[config.mk]
export PLATFORM = sky130hd
export DESIGN_NAME = mdio_mgmt_slave
export DESIGN_NICKNAME = d
export VERILOG_FILES = /design/src/rtl/mdio_mgmt_pkg.sv /design/src/rtl/mdio_frame_fsm.sv /design/src/rtl/mdio_reg_bank.sv /design/src/rtl/mdio_mgmt_slave.sv
export SDC_FILE = /design/constraint.sdc
export NUM_CORES = 1
export LEC_CHECK = 0
export ABC_AREA = 1
export BUFFER_PORTS_ARGS = -buffer_cell sky130_fd_sc_hd__buf_2
export CAP_MARGIN = 20
export CELL_PAD_IN_SITES_DETAIL_PLACEMENT = 2
export CELL_PAD_IN_SITES_GLOBAL_PLACEMENT = 2
export CORE_MARGIN = 2
export CORE_UTILIZATION = 25
export DETAILED_ROUTE_END_ITERATION = 8
export PLACE_DENSITY_LB_ADDON = 0.1
export SYNTH_ARGS = -nofsm -noshare
export SYNTH_HDL_FRONTEND = slang
export SYNTH_HIERARCHICAL = 1
export SYNTH_SLANG_ARGS = --single-unit
[constraint.sdc]
create_clock -name mdc -period 2.9 [get_ports mdc]
set_input_delay 0.58 -clock mdc [delete_from_list [all_inputs] [get_ports mdc]]
set_output_delay 0.58 -clock mdc [all_outputs]
set_load 0.03 [all_outputs]
[src/rtl/mdio_mgmt_pkg.sv]
package mdio_mgmt_pkg;

  typedef enum logic [2:0] {
    ST_IDLE,
    ST_START,
    ST_HDR,
    ST_TA,
    ST_DATA
  } fr_state_e;

  localparam int          WORD_W     = 16;
  localparam logic [1:0]  OP_RD      = 2'b10;
  localparam logic [1:0]  OP_WR      = 2'b01;

  localparam int          RA_CTRL    = 0;
  localparam int          RA_STAT    = 1;
  localparam int          RA_ID_HI   = 2;
  localparam int          RA_ID_LO   = 3;
  localparam int          RA_STRAP   = 25;

  localparam int          CB_RESET   = 15;
  localparam int          CB_SPEED   = 13;
  localparam int          CB_ISO     = 10;
  localparam int          CB_RESTART = 9;
  localparam int          SB_SLOW    = 6;

  localparam logic [WORD_W-1:0] CTRL_DEF   = 16'h3000;
  localparam logic [WORD_W-1:0] CTRL_WMASK = 16'h7D80;

endpackage

[src/rtl/mdio_frame_fsm.sv]
module mdio_frame_fsm
  import mdio_mgmt_pkg::*;
#(
  parameter int PHY_W   = 5,
  parameter int RA_W    = 5,
  parameter int DATA_W  = 16,
  parameter int PRE_LEN = 32
) (
  input  logic              clk,
  input  logic              rst_n,
  input  logic [PHY_W-1:0]  own_addr,
  input  logic              mdio_in,
  input  logic [DATA_W-1:0] rd_data,
  output logic [RA_W-1:0]   reg_addr,
  output logic              wr_stb,
  output logic [DATA_W-1:0] wr_data,
  output logic              mdio_out,
  output logic              mdio_oe
);

  localparam int HDR_BITS = 2 + PHY_W + RA_W;
  localparam int CNT_W    = $clog2(HDR_BITS > DATA_W ? HDR_BITS : DATA_W);
  localparam int PCNT_W   = $clog2(PRE_LEN + 1);
  localparam logic [CNT_W-1:0]  HDR_LAST  = CNT_W'(HDR_BITS - 1);
  localparam logic [CNT_W-1:0]  DATA_LAST = CNT_W'(DATA_W - 1);
  localparam logic [PCNT_W-1:0] PRE_FULL  = PCNT_W'(PRE_LEN);

  fr_state_e            state_q, state_d;
  logic [PCNT_W-1:0]    pre_q, pre_d;
  logic [CNT_W-1:0]     cnt_q, cnt_d;
  logic [HDR_BITS-2:0]  hdr_q, hdr_d;
  logic [RA_W-1:0]      ra_q, ra_d;
  logic                 rd_q, rd_d;
  logic                 wok_q, wok_d;
  logic [DATA_W-1:0]    dsr_q, dsr_d;
  logic                 out_q, out_d;
  logic                 oe_q, oe_d;
  logic                 wstb_q, wstb_d;
  logic [DATA_W-1:0]    wdat_q, wdat_d;

  logic [HDR_BITS-1:0]  hdr_full;
  logic [1:0]           hdr_op;
  logic [PHY_W-1:0]     hdr_phy;
  logic                 addr_hit;

  assign hdr_full = {hdr_q, mdio_in};
  assign hdr_op   = hdr_full[HDR_BITS-1 -: 2];
  assign hdr_phy  = hdr_full[RA_W +: PHY_W];
  assign addr_hit = (hdr_phy == own_addr) || (hdr_phy == '0);

  always_comb begin
    state_d = state_q;
    pre_d   = pre_q;
    cnt_d   = cnt_q;
    hdr_d   = hdr_q;
    ra_d    = ra_q;
    rd_d    = rd_q;
    wok_d   = wok_q;
    dsr_d   = dsr_q;
    out_d   = out_q;
    oe_d    = oe_q;
    wstb_d  = 1'b0;
    wdat_d  = wdat_q;
    unique case (state_q)
      ST_IDLE: begin
        if (mdio_in) begin
          if (pre_q != PRE_FULL) pre_d = pre_q + 1'b1;
        end else begin
          pre_d = '0;
          if (pre_q == PRE_FULL) state_d = ST_START;
        end
      end
      ST_START: begin
        cnt_d   = '0;
        state_d = mdio_in ? ST_HDR : ST_IDLE;
      end
      ST_HDR: begin
        hdr_d = hdr_full[HDR_BITS-2:0];
        cnt_d = cnt_q + 1'b1;
        if (cnt_q == HDR_LAST) begin
          state_d = ST_TA;
          cnt_d   = '0;
          ra_d    = hdr_full[RA_W-1:0];
          rd_d    = addr_hit && (hdr_op == OP_RD);
          wok_d   = addr_hit && (hdr_op == OP_WR);
          oe_d    = 1'b0;
        end
      end
      ST_TA: begin
        if (cnt_q == '0) begin
          cnt_d = 1'b1;
          if (rd_q) begin
            oe_d  = 1'b1;
            out_d = 1'b0;
          end
        end else begin
          state_d = ST_DATA;
          cnt_d   = '0;
          dsr_d   = rd_data;
          out_d   = rd_data[DATA_W-1];
        end
      end
      ST_DATA: begin
        dsr_d = {dsr_q[DATA_W-2:0], mdio_in};
        out_d = dsr_q[DATA_W-2];
        cnt_d = cnt_q + 1'b1;
        if (cnt_q == DATA_LAST) begin
          state_d = ST_IDLE;
          pre_d   = '0;
          oe_d    = 1'b0;
          wstb_d  = wok_q;
          wdat_d  = {dsr_q[DATA_W-2:0], mdio_in};
        end
      end
      default: state_d = ST_IDLE;
    endcase
  end

  always_ff @(posedge clk or negedge rst_n) begin
    if (!rst_n) begin
      state_q <= ST_IDLE;
      pre_q   <= '0;
      cnt_q   <= '0;
      hdr_q   <= '0;
      ra_q    <= '0;
      rd_q    <= 1'b0;
      wok_q   <= 1'b0;
      dsr_q   <= '0;
      out_q   <= 1'b0;
      oe_q    <= 1'b0;
      wstb_q  <= 1'b0;
      wdat_q  <= '0;
    end else begin
      state_q <= state_d;
      pre_q   <= pre_d;
      cnt_q   <= cnt_d;
      hdr_q   <= hdr_d;
      ra_q    <= ra_d;
      rd_q    <= rd_d;
      wok_q   <= wok_d;
      dsr_q   <= dsr_d;
      out_q   <= out_d;
      oe_q    <= oe_d;
      wstb_q  <= wstb_d;
      wdat_q  <= wdat_d;
    end
  end

  assign reg_addr = ra_q;
  assign wr_stb   = wstb_q;
  assign wr_data  = wdat_q;
  assign mdio_out = out_q;
  assign mdio_oe  = oe_q;


  ta_zero_chk: assert property (@(posedge clk) disable iff (!rst_n)
    $rose(oe_q) |-> !out_q);


  oe_release_chk: assert property (@(posedge clk) disable iff (!rst_n)
    $fell(oe_q) |-> ($past(state_q) == ST_DATA));


  oe_only_read_chk: assert property (@(posedge clk) disable iff (!rst_n)
    oe_q |-> rd_q);

endmodule

[src/rtl/mdio_reg_bank.sv]
module mdio_reg_bank
  import mdio_mgmt_pkg::*;
#(
  parameter int                PHY_W   = 5,
  parameter int                RA_W    = 5,
  parameter logic [WORD_W-1:0] ID_HI   = 16'h0A5C,
  parameter logic [WORD_W-1:0] ID_LO   = 16'h63D1,
  parameter logic [4:0]        ABILITY = 5'b01111
) (
  input  logic              clk,
  input  logic              rst_n,
  input  logic [PHY_W-1:0]  own_addr,
  input  logic              link_up,
  input  logic              aneg_done,
  input  logic [RA_W-1:0]   rd_addr,
  input  logic              wr_stb,
  input  logic [RA_W-1:0]   wr_addr,
  input  logic [WORD_W-1:0] wr_data,
  output logic [WORD_W-1:0] rd_data,
  output logic              aneg_restart
);

  logic [WORD_W-1:0] ctrl_q, ctrl_d;
  logic              rst_pulse_q, rst_pulse_d;
  logic [WORD_W-1:0] ctrl_view;
  logic [WORD_W-1:0] stat_word;
  logic [WORD_W-1:0] strap_word;
  logic              hit_ctrl;

  always_comb begin
    ctrl_view = ctrl_q;
    if (own_addr == '0) ctrl_view[CB_ISO] = 1'b1;
  end

  assign stat_word = {ABILITY, 5'b00000, aneg_done, 1'b0, 1'b1, link_up, 1'b0, 1'b1};

  always_comb begin
    strap_word              = '0;
    strap_word[SB_SLOW]     = ~ctrl_q[CB_SPEED];
    strap_word[PHY_W-1:0]   = own_addr;
  end

  always_comb begin
    case (rd_addr)
      RA_W'(RA_CTRL):  rd_data = ctrl_view;
      RA_W'(RA_STAT):  rd_data = stat_word;
      RA_W'(RA_ID_HI): rd_data = ID_HI;
      RA_W'(RA_ID_LO): rd_data = ID_LO;
      RA_W'(RA_STRAP): rd_data = strap_word;
      default:         rd_data = '0;
    endcase
  end

  assign hit_ctrl = wr_stb && (wr_addr == RA_W'(RA_CTRL));

  always_comb begin
    ctrl_d      = ctrl_q;
    rst_pulse_d = 1'b0;
    if (hit_ctrl) begin
      if (wr_data[CB_RESET]) begin
        ctrl_d = CTRL_DEF;
      end else begin
        ctrl_d      = wr_data & CTRL_WMASK;
        rst_pulse_d = wr_data[CB_RESTART];
      end
    end
  end

  always_ff @(posedge clk or negedge rst_n) begin
    if (!rst_n) begin
      ctrl_q      <= CTRL_DEF;
      rst_pulse_q <= 1'b0;
    end else begin
      ctrl_q      <= ctrl_d;
      rst_pulse_q <= rst_pulse_d;
    end
  end

  assign aneg_restart = rst_pulse_q;


  soft_rst_chk: assert property (@(posedge clk) disable iff (!rst_n)
    (wr_stb && (wr_addr == RA_W'(RA_CTRL)) && wr_data[CB_RESET]) |=> (ctrl_q == CTRL_DEF));


  restart_pulse_chk: assert property (@(posedge clk) disable iff (!rst_n)
    aneg_restart |=> !aneg_restart);


  iso_force_chk: assert property (@(posedge clk) disable iff (!rst_n)
    (own_addr == '0) |-> ctrl_view[CB_ISO]);

endmodule

[src/rtl/mdio_mgmt_slave.sv]
module mdio_mgmt_slave
  import mdio_mgmt_pkg::*;
#(
  parameter int PHY_W   = 5,
  parameter int RA_W    = 5,
  parameter int PRE_LEN = 32
) (
  input  logic             mdc,
  input  logic             rst_n,
  input  logic [PHY_W-1:0] strap_addr,
  input  logic             link_up,
  input  logic             aneg_done,
  input  logic             mdio_in,
  output logic             mdio_out,
  output logic             mdio_oe,
  output logic             aneg_restart
);

  logic             rs_meta_q, rs_sync_q;
  logic [PHY_W-1:0] own_q;
  logic [RA_W-1:0]  reg_addr;
  logic             wr_stb;
  logic [WORD_W-1:0] wr_data;
  logic [WORD_W-1:0] rd_data;

  always_ff @(posedge mdc or negedge rst_n) begin
    if (!rst_n) begin
      rs_meta_q <= 1'b0;
      rs_sync_q <= 1'b0;
    end else begin
      rs_meta_q <= 1'b1;
      rs_sync_q <= rs_meta_q;
    end
  end

  always_ff @(posedge mdc) begin
    if (!rs_sync_q) own_q <= strap_addr;
  end

  mdio_frame_fsm #(
    .PHY_W   (PHY_W),
    .RA_W    (RA_W),
    .DATA_W  (WORD_W),
    .PRE_LEN (PRE_LEN)
  ) u_frame (
    .clk      (mdc),
    .rst_n    (rs_sync_q),
    .own_addr (own_q),
    .mdio_in  (mdio_in),
    .rd_data  (rd_data),
    .reg_addr (reg_addr),
    .wr_stb   (wr_stb),
    .wr_data  (wr_data),
    .mdio_out (mdio_out),
    .mdio_oe  (mdio_oe)
  );

  mdio_reg_bank #(
    .PHY_W (PHY_W),
    .RA_W  (RA_W)
  ) u_bank (
    .clk          (mdc),
    .rst_n        (rs_sync_q),
    .own_addr     (own_q),
    .link_up      (link_up),
    .aneg_done    (aneg_done),
    .rd_addr      (reg_addr),
    .wr_stb       (wr_stb),
    .wr_addr      (reg_addr),
    .wr_data      (wr_data),
    .rd_data      (rd_data),
    .aneg_restart (aneg_restart)
  );

endmodule

==> impl_metrics.toml <==
[logic_synthesis]
synth_nets = 449
netlist_instances = 435
ys_warn_count = 6
syn-cell-area_sq_um = 3680
syn_area_per_cell_sq_um = 8.46

[global_route]
grt_max_degree = 67
grt_pass1_vias = 3246
grtUsageTotal_pct = 14.1
overflow = 0
grt_pass1_wl_um = 17200
antenna_found_initial = 0

[setup_path]
path_cells = "nor2_2 -> nand2_4 -> nor2_8 -> mux2_1"
crit_path_top_delay_cell = "dfrtp_1"
cp.required_ps = 3120
crit_path_end_kind = "flip-flop"
startpoint_type = "flip-flop"
cpPeakStageDelay_ps = 450
setup.worst_path.class = "flip-flop to flip-flop"
cp.arrival_ps = 1930
path_max_fanout = 27

[finish]
seqCellArea_sq_um = 1860
drive_gt1_share_pct = 13.0
fill_cells = 1659
fin_nets = 463
multi_input_area_sq_um = 1560
diodes = 0
area_delta_synth_final_pct = 14.7
postLayoutCoreUtil_pct = 29.1

[die]
die_h_um = 125
num_io_pins = 13
core_sq_um = 14500
die_area_sq_um = 15700
rows = 44
fp.dieW_um = 125
start_util_pct = 25.4

[timing]
worst_pin_slew_ps = 911
clock.fmax_ghz = 0.585
final_max_slew_viol_count = 0
hold_viol = 0
final-setup-viol-count = 0
min_period_ps = 1710
fin_crit_sh_pct = 58.9
fin_setup_tns_ps = 0
clock_skew_ps = 5.26
relSlewSlack_pct = 39.3
rsz0062_at_grt = "false"

[clock_network]
cts-buffers-inserted = 9
clockBufferDepth = 2
cts_hold_buf = 0
post_cts_buffers = 0
path_clk_slew_ps = 60
root_buffer = "clkbuf_16"
cts_tree = "done"
postCtsResizedCells = 0
clk_latency_ps = 340
cts_sinks = 73
h-tree-depth = 3

[power_and_ir_drop]
ir_worst_vdd_mv = 0.263
p_per_area_nw_per_um2 = 840
power.leakage_nw = 1.99

[run_status]
run_status = "finished clean"

[place]
hpwl_um = 7300
routabilityCongestion = 0.704
port_buffers = 12

[drt]
wl_um = 10100
ant_nets = 0
vias = 2913
viasPerCell = 4.57
drcViolationCount = 0
drt_first_pass_iters = 4
drt_iter0_markers = 136
avgRoutedWirePerCell_um = 15.9

[job]
cap_violations = 0

[min_path]
hold_class = "input pin to async pin"
## cells in the final DEF, fill, tap and decap left out, types with 9 or more instances in the layout
master,count
clkbuf_16,9
buf_2,12
nor2_1,46
nand3_1,19
inv_1,44
o21ai_0,29
nor3_1,27
nand2_1,106
nand4_1,11
dfrtp_1,65
mux2_1,9
## area by class of cell
type	instances	share of cell area, %
repair buffers	14	1.78
well taps	184	5.46
inverters	50	4.45
clock inverters	6	1.96
multi-input cells	301	37.0
clock buffers	10	5.43
flip-flops and latches	73	44.0
## metal layers
metal,share of wire (%),track usage (%),vias up
met3,1.8,2.52,12
met4,1.8,6.47,0
li1,-,-,1436
met1,51,19.1,1444
met2,45,22.0,21
met5,0,0,-
## final timing paths
path,cells after the start,startpoint,slack (ps),to
worst max-delay path,4,u_frame/state_q[1],1190,u_frame/wr_data[10]
worst min register to register,0,rs_meta_q,350,rs_sync_q
max in group asynchronous,1,rs_sync_q,1810,u_frame/pre_q[4]
worst max register to register,4,u_frame/state_q[1],1190,u_frame/wr_data[10]
worst min-delay path,1,rst_n,30,rs_meta_q
min in group mdc,0,rs_meta_q,350,rs_sync_q
## sequential cells by signal, summed over array words and instances, names as in the netlist
name	flops
u_frame/dsr_q	15
u_frame/hdr_q	11
u_frame/wr_data	9
u_bank/ctrl_q	7
u_frame/pre_q	6
own_q	5
u_frame/reg_addr	5
u_frame/cnt_q	4
u_frame/state_q	3
rs_meta_q	1
rs_sync_q	1
u_bank/aneg_restart	1
u_frame/mdio_oe	1
u_frame/mdio_out	1
u_frame/rd_q	1
u_frame/wok_q	1
u_frame/wr_stb	1
## where the power goes
part	switching, mW	internal, mW	leakage [nW]
Clock	0.446	0.749	0.152
Sequential	0.195	1.26	0.919
Combinational	0.600	0.297	0.923
## per-stage QoR
stage / cell area, sq um / hold WS (ps) / std cells / total power, mW / worst slack (ps)
floorplan: 3680 / 284 / 435 / 2.14 / 446
global placement: 3910 / 334 / 622 / 2.36 / 1180
detailed placement: 3910 / 342 / 622 / 2.39 / 1100
CTS: 4220 / 6.55 / 638 / 3.63 / 1140
global route: 4220 / 14.5 / 638 / 3.84 / 938
finish: 4220 / 25.9 / 638 / 3.55 / 1190
## critical path: cells and delay by family, from the launching register on
family	cells	cell delay (ps)
multiplexers	1	360
flip-flops	1	450
AND/OR/NAND/NOR	3	770
No activity file was read; power rests on OpenSTA's default activity.
